[src/rtl/rd_cpl_tracker.sv]
module rd_cpl_tracker #(
  parameter int NTAG     = 32,
  parameter int LENW     = 12,
  parameter int TMRW     = 16,
  parameter int PRESCALE = 25000,
  parameter int TMO_RST  = 100,
  localparam int TAGW = $clog2(NTAG),
  localparam int CNTW = LENW + 1,
  localparam int PSW  = (PRESCALE > 1) ? $clog2(PRESCALE) : 1
) (
  input  logic            clk,
  input  logic            rst_n,
  input  logic            cfg_we,
  input  logic [TMRW-1:0] cfg_tmo,
  input  logic            cfg_fatal,
  input  logic            req_valid,
  input  logic [TAGW-1:0] req_tag,
  input  logic [CNTW-1:0] req_bytes,
  output logic            req_ready,
  input  logic            cpl_valid,
  input  logic [TAGW-1:0] cpl_tag,
  input  logic [CNTW-1:0] cpl_bytes,
  output logic            cpl_accept,
  output logic            cpl_done,
  output logic            err_unexp,
  output logic            err_malf,
  output logic            to_valid,
  output logic [TAGW-1:0] to_tag,
  output logic            to_fatal,
  output logic            to_nonfatal
);

  logic [NTAG-1:0] vld;
  logic [CNTW-1:0] rem [NTAG];
  logic [TMRW-1:0] tmr [NTAG];
  logic [TMRW-1:0] tmo_q;
  logic [PSW-1:0]  pcnt;
  logic            tick;
  logic [NTAG-1:0] expired;
  logic [TAGW-1:0] sel;
  logic            any_exp;
  logic            cpl_hit, cpl_over, cpl_last;

  assign tick = (pcnt == PSW'(PRESCALE - 1));

  always_ff @(posedge clk) begin
    if (!rst_n || tick) pcnt <= '0;
    else                pcnt <= pcnt + 1'b1;
  end

  always_comb begin
    for (int i = 0; i < NTAG; i++) expired[i] = vld[i] && (tmr[i] >= tmo_q);
  end

  always_comb begin
    sel = '0;
    any_exp = 1'b0;
    for (int i = NTAG - 1; i >= 0; i--) begin
      if (expired[i]) begin
        sel = TAGW'(i);
        any_exp = 1'b1;
      end
    end
  end

  assign req_ready  = !vld[req_tag];
  assign cpl_hit    = vld[cpl_tag] && !expired[cpl_tag];
  assign cpl_over   = cpl_bytes > rem[cpl_tag];
  assign cpl_last   = cpl_bytes == rem[cpl_tag];
  assign cpl_accept = cpl_valid && cpl_hit && !cpl_over;

  always_ff @(posedge clk) begin
    if (!rst_n) begin
      vld         <= '0;
      tmo_q       <= TMRW'(TMO_RST);
      cpl_done    <= 1'b0;
      err_unexp   <= 1'b0;
      err_malf    <= 1'b0;
      to_valid    <= 1'b0;
      to_tag      <= '0;
      to_fatal    <= 1'b0;
      to_nonfatal <= 1'b0;
      for (int i = 0; i < NTAG; i++) begin
        rem[i] <= '0;
        tmr[i] <= '0;
      end
    end else begin
      cpl_done    <= 1'b0;
      err_unexp   <= 1'b0;
      err_malf    <= 1'b0;
      to_valid    <= 1'b0;
      to_fatal    <= 1'b0;
      to_nonfatal <= 1'b0;
      if (cfg_we) tmo_q <= cfg_tmo;
      for (int i = 0; i < NTAG; i++) begin
        if (tick && vld[i] && !expired[i]) tmr[i] <= tmr[i] + 1'b1;
      end
      if (req_valid && req_ready) begin
        vld[req_tag] <= 1'b1;
        rem[req_tag] <= req_bytes;
        tmr[req_tag] <= '0;
      end
      if (cpl_valid) begin
        if (!cpl_hit) begin
          err_unexp <= 1'b1;
        end else if (cpl_over) begin
          err_malf <= 1'b1;
          vld[cpl_tag] <= 1'b0;
        end else if (cpl_last) begin
          cpl_done <= 1'b1;
          vld[cpl_tag] <= 1'b0;
          rem[cpl_tag] <= '0;
        end else begin
          rem[cpl_tag] <= rem[cpl_tag] - cpl_bytes;
        end
      end
      if (any_exp) begin
        vld[sel]    <= 1'b0;
        to_valid    <= 1'b1;
        to_tag      <= sel;
        to_fatal    <= cfg_fatal;
        to_nonfatal <= !cfg_fatal;
      end
    end
  end

  a_r2_alloc_marks_busy: assert property (@(posedge clk) disable iff (!rst_n)
    (req_valid && req_ready) |=> vld[$past(req_tag)]);

  a_r3_done_follows_accept: assert property (@(posedge clk) disable iff (!rst_n)
    cpl_done |-> $past(cpl_accept));

  a_r4_unexp_blocked: assert property (@(posedge clk) disable iff (!rst_n)
    err_unexp |-> ($past(cpl_valid) && !$past(cpl_accept)));

  a_r5_malf_blocked: assert property (@(posedge clk) disable iff (!rst_n)
    err_malf |-> ($past(cpl_valid) && !$past(cpl_accept)));

  a_r6_timeout_frees_tag: assert property (@(posedge clk) disable iff (!rst_n)
    to_valid |-> !vld[to_tag]);

  a_r7_one_severity: assert property (@(posedge clk) disable iff (!rst_n)
    $countones({to_fatal, to_nonfatal}) == (to_valid ? 1 : 0));

endmodule

[config.mk]
export PLATFORM = sky130hd
export DESIGN_NAME = rd_cpl_tracker
export DESIGN_NICKNAME = d
export VERILOG_FILES = /design/src/rtl/rd_cpl_tracker.sv
export SDC_FILE = /design/constraint.sdc
export NUM_CORES = 2
export LEC_CHECK = 0
export BUFFER_PORTS_ARGS = -buffer_cell sky130_fd_sc_hd__buf_2
export CORE_ASPECT_RATIO = 1.75
export CORE_MARGIN = 4
export CORE_UTILIZATION = 69
export CTS_CLUSTER_SIZE = 20
export DETAILED_ROUTE_END_ITERATION = 10
export MAX_ROUTING_LAYER = met4
export PLACE_DENSITY = 0.92
export SYNTH_ARGS = -nofsm -noshare
export SYNTH_HDL_FRONTEND = slang
export SYNTH_SLANG_ARGS = --single-unit
[constraint.sdc]
create_clock -name clk -period 12.1 [get_ports clk]
set_input_delay 1.815 -clock clk [delete_from_list [all_inputs] [get_ports clk]]
set_output_delay 1.815 -clock clk [all_outputs]
set_load 0.02 [all_outputs]
==> out/qor.yml <==
floorplanning:
  die_x_um: 229
  io_pins: 71
  initial_core_util: 0.697
  dieArea_mm2: 0.0903
  core_mm2: 0.0845
  die_y_um: 395
  rows: 141
detailed_routing:
  wl_per_cell_um: 28.0
  drt-pass1-iter-count: 10
  detail-route-antenna-nets: 0
  drtIter0Drc: 6885
  drc: 0
  post_drt_via_cell_ratio: 7.21
  via_count: 52400
  wirelength_um: 204000
hold_path:
  holdCritStartpoint: "to_tag[0]$_SDFFE_PN0N_"
  whs_endpoint: "to_tag[0]$_SDFFE_PN0N_"
  min_path_type: "reg2reg"
  holdPathStages: 2
layout:
  num-fill-cells: 5561
  fin_nets: 6729
  areaGrowthSynthToFinish_pct: 7.59
  final_area_mm2: 0.0634
  utilization: 0.750
  drive_gt1_frac: 0.0807
critical_path:
  crit_path_end_kind: "output pin"
  r2r_slack_ps: 5290
  max_stage_delay_ps: 1150
  cp_slowest_cell: "a21oi_1"
  ff2ff_path_depth: 14
  cp_num_buf_inv: 5
  crit_fanout: 69
  cp.arrival_ps: 6650
  rr_startpoint: "tmo_q[11]$_SDFFE_PN0P_"
  crit_path_start: "cpl_tag[0]"
  startpoint_type: "input pin"
  path_delay_family: "buffers and inverters"
  rr_endpoint: "rem[27][3]$_DFFE_PP_"
  critPathRequiredTime_ps: 10280
  path_class: "in2out"
  crit_chain: "clkbuf_8, buf_12, clkinv_1, nand2_1, nor2_1, a21oi_1, nand3_1, inv_1, nand2_1, nor2_1, buf_2"
place:
  dp_slack_ps: 3510
  gp_congestion: 1.08
  dpl_cell_area_mm2: 0.0602
  post-dp-hpwl_um: 137000
  io_buffers: 70
power:
  ir_worst_vdd_v: 0.000160
  power_density_mw_per_mm2: 118
  leakage_nw: 24.6
job:
  cap_violations: 1
global_routing:
  globalRoute.totalOverflow: 0
  grt_use_total: 0.455
  grt_pass1_wl_um: 306000
  grt_max_degree: 79
  grt_pass1_vias: 53000
  antenna_found_initial: 10
logic_synthesis:
  synthCells: 6139
  avgSynthCellArea_um2: 9.60
  synth_mux_area_frac: 0.0552
  ys_seq_area_frac: 0.411
  synth_compound_area_frac: 0.143
  yosys_warnings: 0
  syn-cell-area_mm2: 0.0589
  synth-xor-area-share: 0.0654
  synthDistinctLibCells: 90
  synth-simple-area-share: 0.176
  ys_ff_latch: 1002
  synth_nets: 6756
  synth_ff_type: "dfxtp_1"
  synth_adder_area_share: 0.119
  synth_top_family_by_area: "simple AND/OR/NAND/NOR gates"
  synthArstFlopShare: 0
  synth_edf_count: 416
clock_network:
  cts_buffer_depth: 3
  clock-sinks: 1002
  post_cts_buffers: 0
  cts-root-buf: "clkbuf_16"
  cts_buffers: 93
  clkSlewWorstSetupHoldPaths_ps: 70
  clk_latency_ps: 750
  cts_hold_buf: 0
  htreeDepth: 3
  cts_tree: "done"
  cts.repair.resized: 0
timing:
  timing.final.crit_share: 0.700
  fin_setup_tns_ps: 0
  finalCriticalPeriod_ps: 8470
  max_freq_mhz: 118
  tightestPinTransition_ps: 1490
  fin_skew_ps: 54.0
  worst_slack_ps: 3630
  hold_viol: 0
  finalMaxSlewViolations: 0
  relSlewSlack: 0.000974
  setup_viol: 0
  rsz0062_at_grt: "false"
outcome:
  run_status: "complete, but fails checks"
  violations: "capacitance limit"
## through the flow
step	total power, W	hold WS (ps)	std cells
4_1_cts	0.00744	456	7257
5_1_grt	0.00765	513	7268
2_1_floorplan	0.00407	437	6139
3_5_place_dp	0.00438	446	7088
3_3_place_gp	0.00437	440	7088
6_report	0.00751	458	7270
## how the worst max path moves through the flow
stage                                to  depth (start not counted)  slack [ps]
floorplan                    cpl_accept                         16        4470
global placement    rem[6][6]$_DFFE_PP_                         18        3650
detailed placement  rem[0][3]$_DFFE_PP_                         18        3510
CTS                          cpl_accept                         13        4070
global route                 cpl_accept                         12        3460
finish                       cpl_accept                         11        3630
## cell type report
class | count | area, um^2 | area share
multi-input cells | 4701 | 33000 | 0.520
flip-flops and latches | 1002 | 24200 | 0.382
clock buffers | 127 | 2620 | 0.0413
well taps | 1072 | 1340 | 0.0212
repair buffers | 163 | 1080 | 0.0170
inverters | 151 | 567 | 0.00894
clock inverters | 42 | 558 | 0.00880
diodes | 12 | 30.0 | 0.000474
## state kept, by name (all words and copies together) (netlist names)
| register | count |
|---|---|
| pcnt | 15 |
| cpl_done | 1 |
| to_tag | 5 |
| err_unexp | 1 |
| tmo_q | 16 |
| to_nonfatal | 1 |
| rem | 416 |
| err_malf | 1 |
| vld | 32 |
| to_valid | 1 |
| to_fatal | 1 |
| tmr | 512 |
## cells by family (layout without fill, tap and decap cells)
family / count (synthesis) / count (layout)
adders and majority gates: 559 / 559
DFF: 1002 / 1002
buffers and inverters: 436 / 483
AOI/OAI and AO/OA: 1312 / 1312
and+or+nand+nor: 2214 / 2214
muxes: 176 / 176
other: 0 / 12
xor gates and xnor gates: 440 / 440
## worst register-to-register path, delay by kind of cell (launching register included)
kind	cells	cell delay (ps)
fa+ha+maj	1	420
simple gates	3	1800
buf+inv	3	1310
compound gates	7	2740
flops	1	320
## report_power, final
part | internal [W] | total (W) | switching [W]
Clock | 0.00174 | 0.00314 | 0.00141
Combinational | 0.000206 | 0.000758 | 0.000552
Sequential | 0.00357 | 0.00361 | 0.0000329
Total | 0.00552 | 0.00751 | 0.00199
## cells in the final DEF (no fill, tap or decap), types with 30 or more instances in the layout
master / n
nor2_1: 699
nand2_1: 685
dfxtp_1: 585
ha_1: 558
o21ai_0: 428
edfxtp_1: 416
xor2_1: 314
a21oi_1: 224
nand3_1: 197
and3_1: 142
inv_1: 131
xnor2_1: 125
mux4_2: 119
nand4_1: 109
o21ai_1: 95
clkbuf_16: 94
buf_4: 92
a22o_1: 87
or3_1: 74
a21o_1: 73
buf_2: 68
nand2b_1: 66
and4_1: 65
mux2i_1: 55
nor3_1: 52
a32o_1: 48
a211oi_1: 46
a22oi_1: 40
o21a_1: 35
a221oi_1: 31
o211ai_1: 30
## per-layer routing
metal  vias to the layer above  wire, um  track usage
met3                      1619     24300        0.148
met2                      3823     91900        0.708
li1                      22400         -            -
met5                         -         0            -
met1                     24600     60800        0.437
met4                         0     26700        0.444
## cells in the mapped netlist, drive strengths merged (23+ instances only)
cell | n | area [um^2]
nand2 | 695 | 2660
a22oi | 40 | 300
inv | 147 | 552
o211ai | 30 | 225
a211oi | 46 | 345
o2111ai | 23 | 201
and3 | 142 | 888
xnor2 | 126 | 1100
a32o | 48 | 480
or3 | 74 | 463
dfxtp | 586 | 11700
clkbuf | 234 | 878
a221oi | 31 | 272
nand3 | 202 | 1040
mux4 | 119 | 2680
nand2b | 66 | 413
a21oi | 224 | 1120
a22o | 87 | 762
nor3 | 55 | 275
mux2i | 55 | 551
xor2 | 314 | 2750
nand4 | 109 | 682
and2 | 27 | 171
buf | 51 | 350
a2111oi | 23 | 226
nor2b | 27 | 169
o21ai | 527 | 2640
ha | 558 | 6980
o21a | 35 | 263
nor2 | 700 | 2630
and4 | 65 | 569
a21o | 73 | 548
edfxtp | 416 | 12500
Note: power is estimated with default switching activity, not from simulation.
